===== config.mk =====
export PLATFORM = sky130hd
export DESIGN_NAME = embclk_frame_sync
export DESIGN_NICKNAME = d
export VERILOG_FILES = /design/src/rtl/efs_pkg.sv /design/src/rtl/efs_bit_tracker.sv /design/src/rtl/efs_candidate_search.sv /design/src/rtl/efs_deframer.sv /design/src/rtl/embclk_frame_sync.sv
export SDC_FILE = /design/constraint.sdc
export NUM_CORES = 1
export LEC_CHECK = 0
export BUFFER_PORTS_ARGS = -buffer_cell sky130_fd_sc_hd__buf_2
export CORE_AREA = 2 2 102 104
export CTS_CLUSTER_DIAMETER = 200
export DETAILED_ROUTE_END_ITERATION = 10
export DIE_AREA = 0 0 104 106
export PLACE_DENSITY = 0.57
export SYNTH_ARGS = -nofsm -noshare
export SYNTH_HDL_FRONTEND = slang
export SYNTH_HIERARCHICAL = 1
export SYNTH_SLANG_ARGS = --single-unit

===== constraint.sdc =====
create_clock -name clk -period 24.4 [get_ports clk]
set_input_delay 1.22 -clock clk [delete_from_list [all_inputs] [get_ports clk]]
set_output_delay 1.22 -clock clk [all_outputs]
set_load 0.03 [all_outputs]

===== src/rtl/efs_pkg.sv =====
package efs_pkg;

    typedef enum logic {
        SYNC_HUNT   = 1'b0,
        SYNC_LOCKED = 1'b1
    } sync_state_e;

endpackage


===== src/rtl/efs_bit_tracker.sv =====
module efs_bit_tracker #(
    parameter int FRAME_LEN = 14
) (
    input  logic                         clk,
    input  logic                         rst_n,
    input  logic                         bit_en,
    input  logic                         ser_in,
    output logic [$clog2(FRAME_LEN)-1:0] phase_o,
    output logic                         prev_bit_o,
    output logic                         prev_ok_o,
    output logic [FRAME_LEN-1:0]         frame_o
);
    localparam int PW = $clog2(FRAME_LEN);
    localparam logic [PW-1:0] LAST_PHASE = PW'(FRAME_LEN - 1);

    typedef struct packed {
        logic [PW-1:0]        phase;
        logic                 prev;
        logic                 prev_ok;
        logic [FRAME_LEN-1:0] shreg;
    } trk_t;

    trk_t trk_d, trk_q;

    always_comb begin
        trk_d = trk_q;
        if (bit_en) begin
            trk_d.phase   = (trk_q.phase == LAST_PHASE) ? '0 : trk_q.phase + 1'b1;
            trk_d.prev    = ser_in;
            trk_d.prev_ok = 1'b1;
            trk_d.shreg   = {trk_q.shreg[FRAME_LEN-2:0], ser_in};
        end
    end

    always_ff @(posedge clk) begin
        if (!rst_n) trk_q <= '0;
        else        trk_q <= trk_d;
    end

    assign phase_o    = trk_q.phase;
    assign prev_bit_o = trk_q.prev;
    assign prev_ok_o  = trk_q.prev_ok;
    // newest bit sits at index 0, the oldest of the last FRAME_LEN at the top
    assign frame_o    = {trk_q.shreg[FRAME_LEN-2:0], ser_in};

    AST_PHASE_RANGE: assert property (@(posedge clk) disable iff (!rst_n)
        trk_q.phase <= LAST_PHASE);
    AST_PHASE_HOLD: assert property (@(posedge clk) disable iff (!rst_n)
        !bit_en |=> $stable(trk_q.phase));

endmodule


===== src/rtl/efs_candidate_search.sv =====
module efs_candidate_search #(
    parameter int FRAME_LEN   = 14,
    parameter int LOCK_FRAMES = 64
) (
    input  logic                         clk,
    input  logic                         rst_n,
    input  logic                         enable,
    input  logic                         bit_en,
    input  logic                         cur_bit,
    input  logic                         prev_bit,
    input  logic                         prev_ok,
    input  logic [$clog2(FRAME_LEN)-1:0] phase,
    output logic                         lock_req,
    output logic [$clog2(FRAME_LEN)-1:0] lock_pos
);
    localparam int PW = $clog2(FRAME_LEN);
    localparam int FW = $clog2(LOCK_FRAMES + 1);
    localparam logic [PW-1:0] LAST_PHASE = PW'(FRAME_LEN - 1);
    localparam logic [FW-1:0] FRAME_GOAL = FW'(LOCK_FRAMES);

    typedef struct packed {
        logic [FRAME_LEN-1:0] alive;
        logic [FW-1:0]        frames;
    } srch_t;

    srch_t srch_d, srch_q;
    logic [FRAME_LEN-1:0] alive_n;
    logic [PW-1:0]        chk_pos;
    int                   survivors;

    // the previous bit is the candidate stop bit, the current one its start bit
    assign chk_pos = (phase == '0) ? LAST_PHASE : phase - 1'b1;

    always_comb begin
        srch_d  = srch_q;
        alive_n = srch_q.alive;
        if (!enable) begin
            srch_d.alive  = '1;
            srch_d.frames = '0;
        end else if (bit_en) begin
            if (prev_ok && !(!prev_bit && cur_bit)) alive_n[chk_pos] = 1'b0;
            if (alive_n == '0) begin
                srch_d.alive  = '1;
                srch_d.frames = '0;
            end else begin
                srch_d.alive = alive_n;
                if (phase == LAST_PHASE && srch_q.frames < FRAME_GOAL)
                    srch_d.frames = srch_q.frames + 1'b1;
            end
        end
    end

    always_comb begin
        survivors = 0;
        lock_pos  = '0;
        for (int i = 0; i < FRAME_LEN; i++) begin
            if (srch_q.alive[i]) begin
                survivors = survivors + 1;
                lock_pos  = PW'(i);
            end
        end
    end

    assign lock_req = enable && (srch_q.frames == FRAME_GOAL) && (survivors == 1);

    always_ff @(posedge clk) begin
        if (!rst_n) begin
            srch_q.alive  <= '1;
            srch_q.frames <= '0;
        end else begin
            srch_q <= srch_d;
        end
    end

    AST_SURVIVOR_EXISTS: assert property (@(posedge clk) disable iff (!rst_n)
        srch_q.alive != '0);
    AST_WINDOW_CAP: assert property (@(posedge clk) disable iff (!rst_n)
        srch_q.frames <= FRAME_GOAL);

endmodule


===== src/rtl/efs_deframer.sv =====
module efs_deframer #(
    parameter int DATA_W = 10,
    parameter int SIDE_W = 2
) (
    input  logic                     clk,
    input  logic                     rst_n,
    input  logic [DATA_W+SIDE_W+1:0] frame,
    input  logic                     frame_done,
    output logic                     good,
    output logic [DATA_W-1:0]        word_o,
    output logic [SIDE_W-1:0]        side_o,
    output logic                     valid_o
);
    localparam int FRAME_LEN = DATA_W + SIDE_W + 2;

    typedef struct packed {
        logic [DATA_W-1:0] word;
        logic [SIDE_W-1:0] side;
        logic              valid;
    } out_t;

    out_t out_d, out_q;
    logic [DATA_W-1:0] word_x;
    logic [SIDE_W-1:0] side_x;

    // start bit is the oldest bit, stop bit the newest
    assign good = frame[FRAME_LEN-1] & ~frame[0];

    always_comb begin
        for (int i = 0; i < DATA_W; i++) word_x[i] = frame[FRAME_LEN-2-i];
        for (int j = 0; j < SIDE_W; j++) side_x[j] = frame[FRAME_LEN-2-DATA_W-j];
    end

    always_comb begin
        out_d       = out_q;
        out_d.valid = frame_done & good;
        if (frame_done && good) begin
            out_d.word = word_x;
            out_d.side = side_x;
        end
    end

    always_ff @(posedge clk) begin
        if (!rst_n) out_q <= '0;
        else        out_q <= out_d;
    end

    assign word_o  = out_q.word;
    assign side_o  = out_q.side;
    assign valid_o = out_q.valid;

    AST_WORD_HOLD: assert property (@(posedge clk) disable iff (!rst_n)
        !out_q.valid |-> ($stable(out_q.word) && $stable(out_q.side)));

endmodule


===== src/rtl/embclk_frame_sync.sv =====
module embclk_frame_sync
    import efs_pkg::*;
#(
    parameter int DATA_W      = 10,
    parameter int SIDE_W      = 2,
    parameter int LOCK_FRAMES = 64,
    parameter int LOSS_FRAMES = 4
) (
    input  logic              clk,
    input  logic              rst_n,
    input  logic              bit_en,
    input  logic              ser_in,
    output logic [DATA_W-1:0] word_o,
    output logic [SIDE_W-1:0] side_o,
    output logic              word_valid_o,
    output logic              locked_o
);
    localparam int FRAME_LEN = DATA_W + SIDE_W + 2;
    localparam int PW        = $clog2(FRAME_LEN);
    localparam int MW        = $clog2(LOSS_FRAMES + 1);
    localparam logic [MW-1:0] MISS_LAST = MW'(LOSS_FRAMES - 1);

    typedef struct packed {
        sync_state_e   state;
        logic [PW-1:0] pos;
        logic [MW-1:0] miss;
    } ctl_t;

    ctl_t ctl_d, ctl_q;

    logic [PW-1:0]        phase;
    logic                 prev_bit;
    logic                 prev_ok;
    logic [FRAME_LEN-1:0] frame;
    logic                 lock_req;
    logic [PW-1:0]        lock_pos;
    logic                 frame_done;
    logic                 good;

    efs_bit_tracker #(.FRAME_LEN(FRAME_LEN)) u_tracker (
        .clk        (clk),
        .rst_n      (rst_n),
        .bit_en     (bit_en),
        .ser_in     (ser_in),
        .phase_o    (phase),
        .prev_bit_o (prev_bit),
        .prev_ok_o  (prev_ok),
        .frame_o    (frame)
    );

    efs_candidate_search #(
        .FRAME_LEN   (FRAME_LEN),
        .LOCK_FRAMES (LOCK_FRAMES)
    ) u_search (
        .clk      (clk),
        .rst_n    (rst_n),
        .enable   (ctl_q.state == SYNC_HUNT),
        .bit_en   (bit_en),
        .cur_bit  (ser_in),
        .prev_bit (prev_bit),
        .prev_ok  (prev_ok),
        .phase    (phase),
        .lock_req (lock_req),
        .lock_pos (lock_pos)
    );

    assign frame_done = bit_en && (ctl_q.state == SYNC_LOCKED) && (phase == ctl_q.pos);

    efs_deframer #(.DATA_W(DATA_W), .SIDE_W(SIDE_W)) u_deframer (
        .clk        (clk),
        .rst_n      (rst_n),
        .frame      (frame),
        .frame_done (frame_done),
        .good       (good),
        .word_o     (word_o),
        .side_o     (side_o),
        .valid_o    (word_valid_o)
    );

    always_comb begin
        ctl_d = ctl_q;
        unique case (ctl_q.state)
            SYNC_HUNT: begin
                if (lock_req) begin
                    ctl_d.state = SYNC_LOCKED;
                    ctl_d.pos   = lock_pos;
                    ctl_d.miss  = '0;
                end
            end
            SYNC_LOCKED: begin
                if (frame_done) begin
                    if (good) begin
                        ctl_d.miss = '0;
                    end else if (ctl_q.miss == MISS_LAST) begin
                        ctl_d.state = SYNC_HUNT;
                        ctl_d.miss  = '0;
                    end else begin
                        ctl_d.miss = ctl_q.miss + 1'b1;
                    end
                end
            end
            default: ctl_d.state = SYNC_HUNT;
        endcase
    end

    always_ff @(posedge clk) begin
        if (!rst_n) begin
            ctl_q.state <= SYNC_HUNT;
            ctl_q.pos   <= '0;
            ctl_q.miss  <= '0;
        end else begin
            ctl_q <= ctl_d;
        end
    end

    assign locked_o = (ctl_q.state == SYNC_LOCKED);

    AST_VALID_NEEDS_LOCK: assert property (@(posedge clk) disable iff (!rst_n)
        word_valid_o |-> $past(locked_o));
    AST_VALID_ONE_CYCLE: assert property (@(posedge clk) disable iff (!rst_n)
        word_valid_o |=> !word_valid_o);
    AST_LOCK_QUALIFIED: assert property (@(posedge clk) disable iff (!rst_n)
        $rose(locked_o) |-> $past(lock_req));
    AST_LOSS_ON_BAD: assert property (@(posedge clk) disable iff (!rst_n)
        $fell(locked_o) |-> $past(frame_done && !good));
    AST_MISS_BOUND: assert property (@(posedge clk) disable iff (!rst_n)
        ctl_q.miss <= MISS_LAST);

endmodule


# [Word-level counts from Yosys, hierarchy flattened]
# Index checks and enable logic that the tools add are counted.
[classes] add_sub_neg=17 n_lt_le_gt_ge=3 n_eq_ne=7 mux=45 bitwise_logic=7 reduce_logical=18
[op_table] op="2-to-1 mux 32 bit" count=13
[op_table] op="adder 32 x 2 -> 32 bit, second input constant" count=12
[op_table] op="2-to-1 mux 14 bit" count=3
[op_table] op="== test 32 x 2 -> 1 bit, second input constant" count=1
[op_table] op="2-to-1 mux 4 bit" count=8
[op_table] op="2-to-1 mux 21 bit" count=1
[op_table] op="2-to-1 mux 3 bit" count=7
[op_table] op="bitwise AND 14 bit" count=1
[op_table] op="logical NOT 14 bit" count=1
[op_table] op="NOT 14 bit" count=1
[op_table] op="logical AND 1 bit" count=9
[op_table] op="2-to-1 mux 8 bit" count=1
[op_table] op="adder 7 x 1 -> 7 bit, second input constant" count=1
[op_table] op="== test 7 bit, second input constant" count=1
[op_table] op="less-than comparator 7 bit, second input constant" count=1
[op_table] op="2-to-1 mux 7 bit" count=1
[op_table] op="2-to-1 mux 1 bit" count=6
[op_table] op="case mux 3 bit (2 select lines)" count=1
[op_table] op="AND reduction 2 bit" count=3
[op_table] op="less-than comparator 4 x 5 -> 1 bit, second input constant" count=1
[op_table] op="adder 4 x 1 -> 4 bit, second input constant" count=1
[op_table] op="demux 1 bit (select 4 bit)" count=1
[op_table] op="== test 4 bit" count=1
[op_table] op="== test 4 bit, second input constant" count=1
[op_table] op="other kinds (15)" count=20
[word_totals] reg_bits=61 inputBits=4 output_inout_bits=14 word_cells=109

# [Longest topological paths before layout]
# Gate-level depths: netlist of the first run.
[logic_depth] ltp_word=31 ltp_mapped=46 mapped_depth_nobuf=45

# [Cells and area by module]
# Netlist of the first run, hierarchy kept.
[by_module_without_submodules] module="efs_candidate_search" n_inst=1 cells_each=356 area_each_um2=2611.3 seq_area_each_um2=420.4
[by_module_without_submodules] module="efs_bit_tracker" n_inst=1 cells_each=67 area_each_um2=705.7 seq_area_each_um2=360.3
[by_module_without_submodules] module="efs_deframer" n_inst=1 cells_each=57 area_each_um2=540.5 seq_area_each_um2=260.2
[by_module_without_submodules] module="embclk_frame_sync" n_inst=1 cells_each=43 area_each_um2=447.9 seq_area_each_um2=160.2

# [Worst setup path before layout of the first run]
# OpenSTA, ideal clock, no wires.
[synth_timing] path_type="register -> register" from="register u_search/srch_q[7] (netlist name)" to="register ctl_q[0] (netlist name)" setup_ns=0.119 arrival_time_ns=8.283 required_time_ns=24.281 path_slack_ns=15.999 path_stages_with_launch=47 path_buffers=2 period_less_slack_ns=8.401 path_cell_list="dfxtp_1 -> inv_1 -> ha_1 -> buf_2 -> xor2_1 -> ha_1 -> nand2_1 -> o31ai_1 -> ha_1 -> mux2_2 -> ha_1 -> nand2_1 -> o41ai_1 -> or2_2 -> ha_1 -> nor2b_1 -> nor2_1 -> ha_1 -> [... 11 more ...] -> nor2_1 -> ha_1 -> nand2_1 -> o31ai_1 -> ha_1 -> nand2_1 -> a21oi_1 -> a21oi_1 -> a211o_1 -> mux2_2 -> mux2i_1 -> o2111ai_1 -> a21oi_1 -> nor2b_1 -> buf_2 -> nand2b_1 -> a21o_1 -> mux2i_1"
[synth_between] elab_chain_len=31
[synth_lines] item="from (decl)" line_no="efs_candidate_search.sv:26" text="srch_t srch_d, srch_q;"
[synth_lines] item="from (signal assigned)" line_no="efs_candidate_search.sv:71" text="srch_q <= srch_d;"
[synth_lines] item="2-to-1 mux 1 bit (*)" line_no="efs_candidate_search.sv:57" text="if (srch_q.alive[i]) begin"
[synth_lines] item="adder 1 x 1 -> 2 bit" line_no="efs_candidate_search.sv:58" text="survivors = survivors + 1;"
[synth_lines] item="2-to-1 mux 32 bit (*)" line_no="efs_candidate_search.sv:57"
[synth_lines] item="adder 32 x 2 -> 32 bit" line_no="efs_candidate_search.sv:58"
[synth_lines] item="2-to-1 mux 32 bit (*)" line_no="efs_candidate_search.sv:57"
[synth_lines] item="adder 32 x 2 -> 32 bit" line_no="efs_candidate_search.sv:58"
[synth_lines] item="2-to-1 mux 32 bit (*)" line_no="efs_candidate_search.sv:57"
[synth_lines] item="adder 32 x 2 -> 32 bit" line_no="efs_candidate_search.sv:58"
[synth_lines] item="[... 16 more ...]"
[synth_lines] item="2-to-1 mux 32 bit (*)" line_no="efs_candidate_search.sv:57"
[synth_lines] item="adder 32 x 2 -> 32 bit" line_no="efs_candidate_search.sv:58"
[synth_lines] item="2-to-1 mux 32 bit (*)" line_no="efs_candidate_search.sv:57"
[synth_lines] item="== test 32 x 2 -> 1 bit (*)" line_no="efs_candidate_search.sv:64" text="assign lock_req = enable && (srch_q.frames == FRAME_GOAL) && (survivors == 1);"
[synth_lines] item="logical AND 1 bit (*)" line_no="efs_candidate_search.sv:64"
[synth_lines] item="via lock_req" line_no="embclk_frame_sync.sv:35" text="logic lock_req;"
[synth_lines] item="!= test 2 bit (no line) (*)"
[synth_lines] item="AND reduction 2 bit (no line) (*)"
[synth_lines] item="to (signal assigned)" line_no="embclk_frame_sync.sv:112" text="ctl_q <= ctl_d;"
[synth_lines] item="to (decl)" line_no="embclk_frame_sync.sv:29" text="ctl_t ctl_d, ctl_q;"
# The timed path passes the listed nets; every way through them passes the cells marked *.
# A chain may end at the register's enable or synchronous reset.

# [Worst setup path after layout of the first run]
# Ends and elaborated chain as after synthesis.

==> results.json, run 1 <==
{
  "fillCellCount": 1017,
  "required_ns": 24.63,
  "layout.cells.non_filler": 660,
  "clkPwrFrac_pct": 31.8,
  "num_io_pins": 18,
  "hpwl_mm": 6.69,
  "grt_use_met3_pct": 3.56,
  "grt.met1_usage_pct": 23.0,
  "clk_latency_ns": 0.34,
  "ys_seq_elements": 60,
  "dp_cells": 645,
  "tightest_slew_ns": 0.773,
  "min_period_over_period_pct": 39.0,
  "cts_made_buffers": 9,
  "vias_per_cell": 5.36,
  "slowest_delay_ns": 0.54,
  "vdd_drop_max_mv": 0.0398,
  "slew_viol_final": 0,
  "netlist_instances": 523,
  "post-cts-setup-buffers": 0,
  "num_antenna_cells": 0,
  "yosysUniqueCellTypes": 71,
  "fin_nets": 540,
  "ctsLongestPathBuffers": 2,
  "postLayoutCoreUtil_pct": 45.6,
  "grt_max_degree": 41,
  "clock-sinks": 60,
  "root_buffer": "clkbuf_8",
  "setup_tns_ns": 0,
  "dieHeight_um": 106,
  "maxCapViolCount": 0,
  "row_count": 37,
  "clk_pin_slew_worst_paths_ns": 0.07,
  "place_congestion": 0.916,
  "grt_usage_pct": 17.9,
  "cp_max_fo": 7,
  "port_buffers": 17,
  "grt_pass1_wl_mm": 16.1,
  "grt.busiest_layer": "met2",
  "hp-start": "u_deframer/word_o[3]",
  "cts_hold_buf": 0,
  "yosys-top-cells-area": "dfxtp_1, mux2i_1, nand2_1, ha_1, xnor2_1",
  "fp.dieArea_mm2": 0.0110,
  "rsz0062_at_grt": "no",
  "outcome": "finished, final reports clean",
  "synth_ff_type": "dfxtp_1",
  "avgSynthCellArea_um2": 8.23,
  "syn-num-nets": 543,
  "powerDensity_mw_per_mm2": 58.1,
  "p_seq_share_pct": 38.0,
  "finalSetupViolCount": 0,
  "internal-power_uw": 182,
  "wl_per_cell_um": 14.0,
  "core-area_mm2": 0.0100,
  "cts_resized": 0,
  "fmaxAchievable_ghz": 0.105,
  "async_flop_share_pct": 0,
  "grt.overflow.total": 0,
  "path_class": "register to register",
  "syn_area_mm2": 0.00431,
  "floorplan.initialDensity_pct": 43.1,
  "antenna_found_initial": 0,
  "first_iter_violations": 117,
  "endpoint_kind": "register",
  "drc": 0,
  "wl_mm": 9.24,
  "ant_nets": 0,
  "final_cell_mix": "nand2_1, dfxtp_1, nor2_1",
  "arrival_ns": 9.76,
  "swShare_pct": 31.2,
  "start_kind": "register",
  "grt_pass1_vias": 3466,
  "p_leak_uw": 0.00182,
  "cp_slowest_cell": "nor2b_1",
  "cpMostUsedCell": "ha_1",
  "use_met2_pct": 29.1,
  "power_switching_uw": 82.7,
  "combinationalPowerShare_pct": 30.2,
  "drt_pre_antenna_iters": 4,
  "fin_worst_skew_ns": 0.00853,
  "vias": 3537,
  "cts_tree": "yes",
  "finalHoldViolCount": 0,
  "syn_to_final_growth_pct": 5.87,
  "slew_headroom_pct": 47.8,
  "synth-edff-count": 0,
  "synth_top_cell_by_area": "dfxtp_1",
  "seq_area_frac_synth_pct": 27.9,
  "worstHoldPathType": "register to register",
  "drive_gt1_share_pct": 10.5,
  "period_needed_ns": 9.53,
  "die_w_um": 104,
  "timing.rr.start": "u_search/srch_q[7]",
  "yosysWarnings": 6,
  "htreeDepth": 3,
  "critPathLaunch": "u_search/srch_q[7]",
  "yosysTopAreaCellShare_pct": 27.9,
  "layout_commonest_cell": "nand2_1"
}
[worst paths after layout]
path	to	slack, ns	cells past startpoint
worst min register to register	u_deframer/word_o[3]	0.46	2
worst max register to register	ctl_q[0]	14.87	44
worst max-delay path	ctl_q[0]	14.87	44
worst min-delay path	u_deframer/word_o[3]	0.46	2
[layout make-up]
type | count | area, um2 | share of cell area (%)
Timing Repair Buffer | 18 | 92.6 | 2.03
Inverter | 17 | 63.8 | 1.40
Multi-Input combinational cell | 414 | 2850 | 62.5
Clock buffer | 10 | 128 | 2.80
Sequential cell | 60 | 1200 | 26.4
Tap cell | 136 | 170 | 3.73
Clock inverter | 5 | 53.8 | 1.18
[flip-flops by register name (all words and copies together), names as in the netlist]
signal,cells
u_tracker/frame_o,13
u_deframer/valid_o,1
u_tracker/phase_o,4
locked_o,1
u_deframer/word_o,10
u_tracker/prev_ok_o,1
ctl_q,7
u_search/srch_q,21
u_deframer/side_o,2
[power by group through the flow]
stage	Clock [uW]	Sequential [uW]	Combinational [uW]
6_report	84.2	101	80.1
2_1_floorplan	0	102	68.1
5_1_grt	91.4	101	89.6
3_5_place_dp	0	103	79.2
3_3_place_gp	0	103	77.5
4_1_cts	87.2	101	79.6
[cells by family (layout without fill, tap and decap cells)]
| group | Yosys count | count (layout) | synth area share, % |
|---|---|---|---|
| buf+inv | 49 | 50 | 5.93 |
| compound gates | 92 | 92 | 14.5 |
| xor+xnor | 46 | 46 | 12.1 |
| mux | 40 | 40 | 9.71 |
| fa+ha+maj | 16 | 16 | 4.65 |
| flops | 60 | 60 | 27.9 |
| simple gates | 220 | 220 | 25.2 |
[metrics by stage]
| step | total power [uW] | area (um2) | hold slack, ns | setup slack [ns] |
|---|---|---|---|---|
| after floorplan | 170 | 4310 | 0.446 | 16.00 |
| after global placement | 180 | 4380 | 0.442 | 15.29 |
| after global routing | 282 | 4560 | 0.479 | 14.06 |
| final | 265 | 4560 | 0.456 | 14.87 |
| after CTS | 268 | 4560 | 0.459 | 14.88 |
| after detailed placement | 182 | 4380 | 0.444 | 14.95 |
[cells in the mapped netlist, drive strengths merged (2+ instances only)]
library cell and number:
xnor2 23, xnor3 4, o31ai 9, a21o 3, nor2b 14, nand2b 6
clkbuf 18, inv 17, nor4b 2, o211ai 2, or3 2, xor3 3
o22ai 5, o2111ai 4, xor2 16, mux2 4, a211oi 2, ha 16
mux2i 35, o41ai 2, o21bai 3, nor3 11, nor2 45, buf 14
o21a 2, nand4b 3, and2 10, and3 7, nand4 10, nand3b 5
a21oi 15, nand3 19, o221ai 2, o21ai 29, dfxtp 60, o32ai 2
or2 4, o311ai 2, nand2 75, nor3b 3
[critical path: cells and delay by family, from the launching register on]
| kind | cells | cell delay, ns |
|---|---|---|
| fa+ha+maj | 12 | 3.69 |
| flops | 1 | 0.38 |
| compound gates | 12 | 1.89 |
| xor+xnor | 1 | 0.18 |
| mux | 5 | 1.03 |
| simple gates | 13 | 2.16 |
| buf+inv | 1 | 0.08 |
[layer usage]
layer	share of wire (%)	up-vias
li1	-	1822
met1	49	1651
met2	46	51
met3	3.2	13
met4	1.7	0
met5	0	-
(Power assumes the default switching activity.)
==> inputs of run 2 (changes only) <==
--- a/config.mk
+++ b/config.mk
@@ -10,7 +10,7 @@
 export CTS_CLUSTER_DIAMETER = 200
 export DETAILED_ROUTE_END_ITERATION = 10
 export DIE_AREA = 0 0 104 106
-export PLACE_DENSITY = 0.57
+export PLACE_DENSITY = 0.59
 export SYNTH_ARGS = -nofsm -noshare
 export SYNTH_HDL_FRONTEND = slang
 export SYNTH_HIERARCHICAL = 1
==> constraint.sdc (replaced) <==
create_clock -name clk -period 7.69 [get_ports clk]
set_input_delay 0.3845 -clock clk [delete_from_list [all_inputs] [get_ports clk]]
set_output_delay 0.3845 -clock clk [all_outputs]
set_load 0.03 [all_outputs]
==> run 2 against run 1 <==
Compared with the run above: sequential power rose to 3.2 times the previous value; clock power increased to 3.5 times the previous value; worst setup slack got worse by 15 ns; total power rose to 3.7 times the previous value; critical path depth is the same; register-to-register slack worse by 15 ns; utilization grew 6.8 points; the run now ends with negative setup slack left; highest routed layer unchanged; cell count increased by 8.0%; global-route usage up 0.53 points; via count up 5.6%.
==> results.json, run 2 (synthesis results as in run 1) <==
{
  "place_congestion": 0.820,
  "min_period_over_period_pct": 100,
  "power_switching_uw": 302,
  "num_io_pins": 18,
  "dieHeight_um": 106,
  "timing.rr.start": "u_search/srch_q[8]",
  "layout_commonest_cell": "nand2_1",
  "cpMostUsedCell": "ha_4",
  "drc": 0,
  "final_cell_mix": "nand2_1, dfxtp_1, buf_4",
  "top_register": "u_search/srch_q",
  "cp_max_fo": 4,
  "tightest_slew_ns": 0.728,
  "hpwl_mm": 7.12,
  "grt_usage_pct": 18.4,
  "vdd_drop_max_mv": 0.121,
  "hold_depth": 3,
  "rsz0062_at_grt": "yes",
  "reg2reg_slack_ns": -0.02,
  "core-area_mm2": 0.0100,
  "grt_max_degree": 41,
  "drt_pre_antenna_iters": 4,
  "fin_nets": 592,
  "finalSetupViolCount": 1,
  "swShare_pct": 31.1,
  "first_iter_violations": 167,
  "internal-power_uw": 668,
  "path_class": "register to register",
  "r2r_end": "ctl_q[5]",
  "required_ns": 7.91,
  "clkPwrFrac_pct": 30.1,
  "p_leak_uw": 0.00213,
  "slew_viol_final": 0,
  "start_kind": "register",
  "fin_worst_skew_ns": 0.00911,
  "p_seq_share_pct": 33.0,
  "setup_tns_ns": -0.0169,
  "cts_tree": "yes",
  "endpoint_kind": "register",
  "violations": "negative setup slack",
  "vias_per_cell": 5.24,
  "finalHoldViolCount": 0,
  "cp_slowest_cell": "dfxtp_2",
  "row_count": 37,
  "grt.busiest_layer": "met2",
  "htreeDepth": 3,
  "vias": 3734,
  "grt.overflow.total": 0,
  "clock-sinks": 60,
  "wl_mm": 9.72,
  "postLayoutCoreUtil_pct": 52.4,
  "ctsLongestPathBuffers": 2,
  "worstHoldPathType": "input pin to register",
  "root_buffer": "clkbuf_8",
  "use_met2_pct": 31.9,
  "fin_ws_ns": -0.0169,
  "holdWs_ns": 0.330,
  "cts_made_buffers": 9,
  "fmaxAchievable_ghz": 0.130,
  "hold-path-endpoint": "u_tracker/frame_o[1]",
  "arrival_ns": 7.93,
  "port_buffers": 17,
  "hp-start": "ser_in",
  "rr_worst_depth": 44,
  "maxCapViolCount": 0,
  "largest_reg_flops": 21,
  "powerDensity_mw_per_mm2": 185,
  "syn_to_final_growth_pct": 21.7,
  "drive_gt1_share_pct": 24.8,
  "antenna_found_initial": 0,
  "floorplan.initialDensity_pct": 43.1,
  "combinationalPowerShare_pct": 36.9,
  "slew_headroom_pct": 51.5,
  "clk_latency_ns": 0.34,
  "grt_use_met3_pct": 2.33,
  "slowest_delay_ns": 0.35,
  "wl_per_cell_um": 13.6,
  "grt.met1_usage_pct": 23.9,
  "cts_hold_buf": 0,
  "die_w_um": 104,
  "num_antenna_cells": 0,
  "ant_nets": 0,
  "outcome": "finished, violations left",
  "grt_pass1_wl_mm": 17.0,
  "clk_pin_slew_worst_paths_ns": 0.07,
  "fp.dieArea_mm2": 0.0110,
  "grt_pass1_vias": 3717,
  "period_needed_ns": 7.71
}
[run 2: cell count changes in the layout (fill, tap and decap cells not counted), sizes merged]
cell,delta
clkinv,-2
inv,+1
clkinvlp,+2
buf,+52
[run 2: cell type report]
type | count | area, um2
multi-input cells | 414 | 3110
inverters | 17 | 63.8
clock buffers | 10 | 138
clock inverters | 6 | 71.3
well taps | 136 | 170
repair buffers | 70 | 487
fillers | 987 | 4760
flip-flops and latches | 60 | 1200
[run 2: critical path, delay by kind of cell (launching register included)]
family / cells / cell delay (ns)
compound gates: 11 / 1.33
xor+xnor: 1 / 0.14
fa+ha+maj: 12 / 3.05
buf+inv: 2 / 0.19
flops: 1 / 0.35
mux: 5 / 1.17
simple gates: 13 / 1.37
[run 2: how the worst max path moves through the flow]
| stage | slack (ns) | depth (start not counted) | to | start |
|---|---|---|---|---|
| 3_3_place_gp | -0.10 | 43 | ctl_q[5] | u_search/srch_q[8] |
| 5_1_grt | -0.39 | 44 | ctl_q[5] | u_search/srch_q[8] |
| 4_1_cts | -0.08 | 44 | ctl_q[5] | u_search/srch_q[8] |
| 2_1_floorplan | -0.11 | 46 | ctl_q[0] | u_search/srch_q[8] |
| 3_5_place_dp | -0.42 | 44 | ctl_q[5] | u_search/srch_q[7] |
| 6_report | -0.02 | 44 | ctl_q[5] | u_search/srch_q[8] |
[run 2: timing repair]
action | CTS | global route
setup endpoints to repair | 8 | 8
gates resized for setup | 14 | 4
setup buffers | 10 | 6
pin swaps | 10 | 2
[run 2: metrics by stage]
| stage | power [uW] | instances | setup slack (ns) | cell area (um2) |
|---|---|---|---|---|
| floorplan | 564 | 523 | -0.113 | 4470 |
| global placement | 637 | 681 | -0.105 | 4810 |
| detailed placement | 643 | 681 | -0.417 | 4810 |
| CTS | 966 | 707 | -0.0813 | 5160 |
| global route | 1030 | 713 | -0.394 | 5240 |
| finish | 969 | 713 | -0.0169 | 5240 |
[run 2: per-layer routing]
| layer | routed length (um) | up-vias |
|---|---|---|
| met2 | 4740 | 29 |
| met4 | 59 | 0 |
| li1 | - | 1932 |
| met1 | 4760 | 1769 |
| met5 | 0 | - |
| met3 | 164 | 4 |
[run 2: power groups by stage]
stage | Clock, uW | Sequential, uW | Combinational, uW
finish | 292 | 320 | 358
global route | 317 | 320 | 390
CTS | 301 | 320 | 345
detailed placement | 0 | 327 | 316
global placement | 0 | 327 | 310
floorplan | 0 | 323 | 241
==> inputs of run 3 (changes only) <==
--- a/config.mk
+++ b/config.mk
@@ -10,7 +10,8 @@
 export CTS_CLUSTER_DIAMETER = 200
 export DETAILED_ROUTE_END_ITERATION = 10
 export DIE_AREA = 0 0 104 106
-export PLACE_DENSITY = 0.59
+export HOLD_SLACK_MARGIN = 0.02
+export PLACE_DENSITY = 0.58
 export SYNTH_ARGS = -nofsm -noshare
 export SYNTH_HDL_FRONTEND = slang
 export SYNTH_HIERARCHICAL = 1
==> run 3 against run 2 <==
Compared with the run above: the run still ends with negative setup slack left; global-route usage up 0.38 points; die area did not move; clock skew down 0.00052 ns; non-clock buffer count fell by 3; critical path depth unchanged; worst hold slack better by 0.0055 ns; cell area shrank 1.5%; worst setup slack got worse by 0.029 ns; sequential power is essentially flat; first-iteration DRC count decreased by 25%; via count is 1.4% higher; sequential share of layout area grew 0.35 points; critical path type unchanged; highest routed layer unchanged.
==> results.json, run 3 (synthesis results as in run 1) <==
{
  "start_kind": "register",
  "drt_pre_antenna_iters": 4,
  "wl_mm": 9.92,
  "grt_max_degree": 41,
  "floorplan.initialDensity_pct": 43.1,
  "endpoint_kind": "register",
  "finalHoldViolCount": 0,
  "cp_slowest_cell": "dfxtp_2",
  "vias_per_cell": 5.33,
  "tightest_slew_ns": 0.744,
  "fin_worst_skew_ns": 0.00859,
  "arrival_ns": 7.97,
  "ant_nets": 0,
  "fin_ws_ns": -0.0457,
  "dieHeight_um": 106,
  "worstHoldPathType": "input pin to register",
  "required_ns": 7.92,
  "powerDensity_mw_per_mm2": 178,
  "grt_pass1_wl_mm": 17.1,
  "rsz0062_at_grt": "yes",
  "cts_hold_buf": 0,
  "layout_commonest_cell": "nand2_1",
  "grt_pass1_vias": 3758,
  "largest_reg_flops": 21,
  "grt.busiest_layer": "met2",
  "ctsLongestPathBuffers": 2,
  "place_congestion": 0.824,
  "top_register": "u_search/srch_q",
  "fin_nets": 589,
  "p_seq_share_pct": 34.9,
  "core-area_mm2": 0.0100,
  "port_buffers": 17,
  "grt_usage_pct": 18.8,
  "clk_latency_ns": 0.34,
  "fp.dieArea_mm2": 0.0110,
  "p_leak_uw": 0.00211,
  "power_switching_uw": 300,
  "final_cell_mix": "nand2_1, dfxtp_1, buf_4",
  "use_met2_pct": 33.1,
  "pre_cts_ws_ns": -0.331,
  "root_buffer": "clkbuf_8",
  "vias": 3786,
  "vdd_drop_max_mv": 0.154,
  "syn_to_final_growth_pct": 19.9,
  "first_iter_violations": 125,
  "min_period_over_period_pct": 101,
  "violations": "negative setup slack",
  "drive_gt1_share_pct": 24.4,
  "clkPwrFrac_pct": 27.5,
  "die_w_um": 104,
  "combinationalPowerShare_pct": 37.6,
  "cp_max_fo": 4,
  "period_needed_ns": 7.74,
  "fillCellCount": 973,
  "row_count": 37,
  "postPlaceCellArea_mm2": 0.00479,
  "swShare_pct": 32.7,
  "internal-power_uw": 617,
  "htreeDepth": 3,
  "finalSetupViolCount": 4,
  "cts_made_buffers": 9,
  "fmaxAchievable_ghz": 0.129,
  "cpMostUsedCell": "ha_4",
  "drc": 0,
  "maxCapViolCount": 0,
  "grt.met1_usage_pct": 22.8,
  "slew_viol_final": 0,
  "num_antenna_cells": 0,
  "grt_use_met3_pct": 2.08,
  "slowest_delay_ns": 0.35,
  "num_io_pins": 18,
  "clock-sinks": 60,
  "slew_headroom_pct": 49.8,
  "path_class": "register to register",
  "cts_tree": "yes",
  "wl_per_cell_um": 14.0,
  "grt.overflow.total": 0,
  "postLayoutCoreUtil_pct": 51.6,
  "fin_area_mm2": 0.00516,
  "clk_pin_slew_worst_paths_ns": 0.07,
  "holdWs_ns": 0.335,
  "hpwl_mm": 7.08,
  "outcome": "finished, violations left",
  "antenna_found_initial": 0
}
==> run 3: repair_timing <==
item | 4_1_cts | 5_1_grt
gates cloned | 0 | 0
pin swaps | 13 | 4
setup buffers | 11 | 5
gates resized for setup | 6 | 10
setup endpoints to repair | 7 | 8
==> run 3: final timing paths <==
kind	slack (ns)	end	cells after the start	from
worst max-delay path	-0.05	ctl_q[4]	44	u_search/srch_q[8]
worst min-delay path	0.34	u_tracker/frame_o[1]	3	ser_in
worst max register to register	-0.05	ctl_q[4]	44	u_search/srch_q[8]
worst min register to register	0.45	u_deframer/word_o[6]	2	u_deframer/word_o[6]
==> run 3: worst max-delay path: cells and delay by family (launching register included) <==
family | cells | cell delay (ns)
buffers and inverters | 2 | 0.19
XOR/XNOR | 1 | 0.14
adder cells (fa/ha/maj) | 12 | 3.08
AO/OA/AOI/OAI | 10 | 1.20
multiplexers | 5 | 1.15
AND/OR/NAND/NOR | 14 | 1.49
flip-flops | 1 | 0.35
==> run 3: area by class of cell <==
| class | count | area, um2 | share of cell area (%) |
|---|---|---|---|
| timing repair buffer | 67 | 464 | 8.99 |
| clock inverter | 6 | 40.0 | 0.776 |
| tap | 136 | 170 | 3.30 |
| inverter | 17 | 63.8 | 1.24 |
| sequential | 60 | 1200 | 23.3 |
| clock buffer | 10 | 138 | 2.67 |
| multi-input combinational | 414 | 3080 | 59.7 |
==> run 3: power by group through the flow <==
stage,clock network [uW],registers [uW],logic (uW)
3_5_place_dp,0,327,308
2_1_floorplan,0,323,241
5_1_grt,274,321,380
3_3_place_gp,0,327,302
4_1_cts,261,320,327
6_report,252,320,345
==> run 3: per-stage QoR <==
stage	TNS, ns	power, uW	cells
after floorplan	-0.443	564	523
after global placement	-0.312	629	679
after detailed placement	-1.80	635	679
after CTS	-0.599	908	706
after global routing	-2.99	975	710
final	-0.149	918	710
==> run 3: metal layers <==
layer,up-vias,wire [um]
li1,1928,-
met1,1795,4670
met2,47,4850
met3,16,189
met4,0,200
met5,-,0
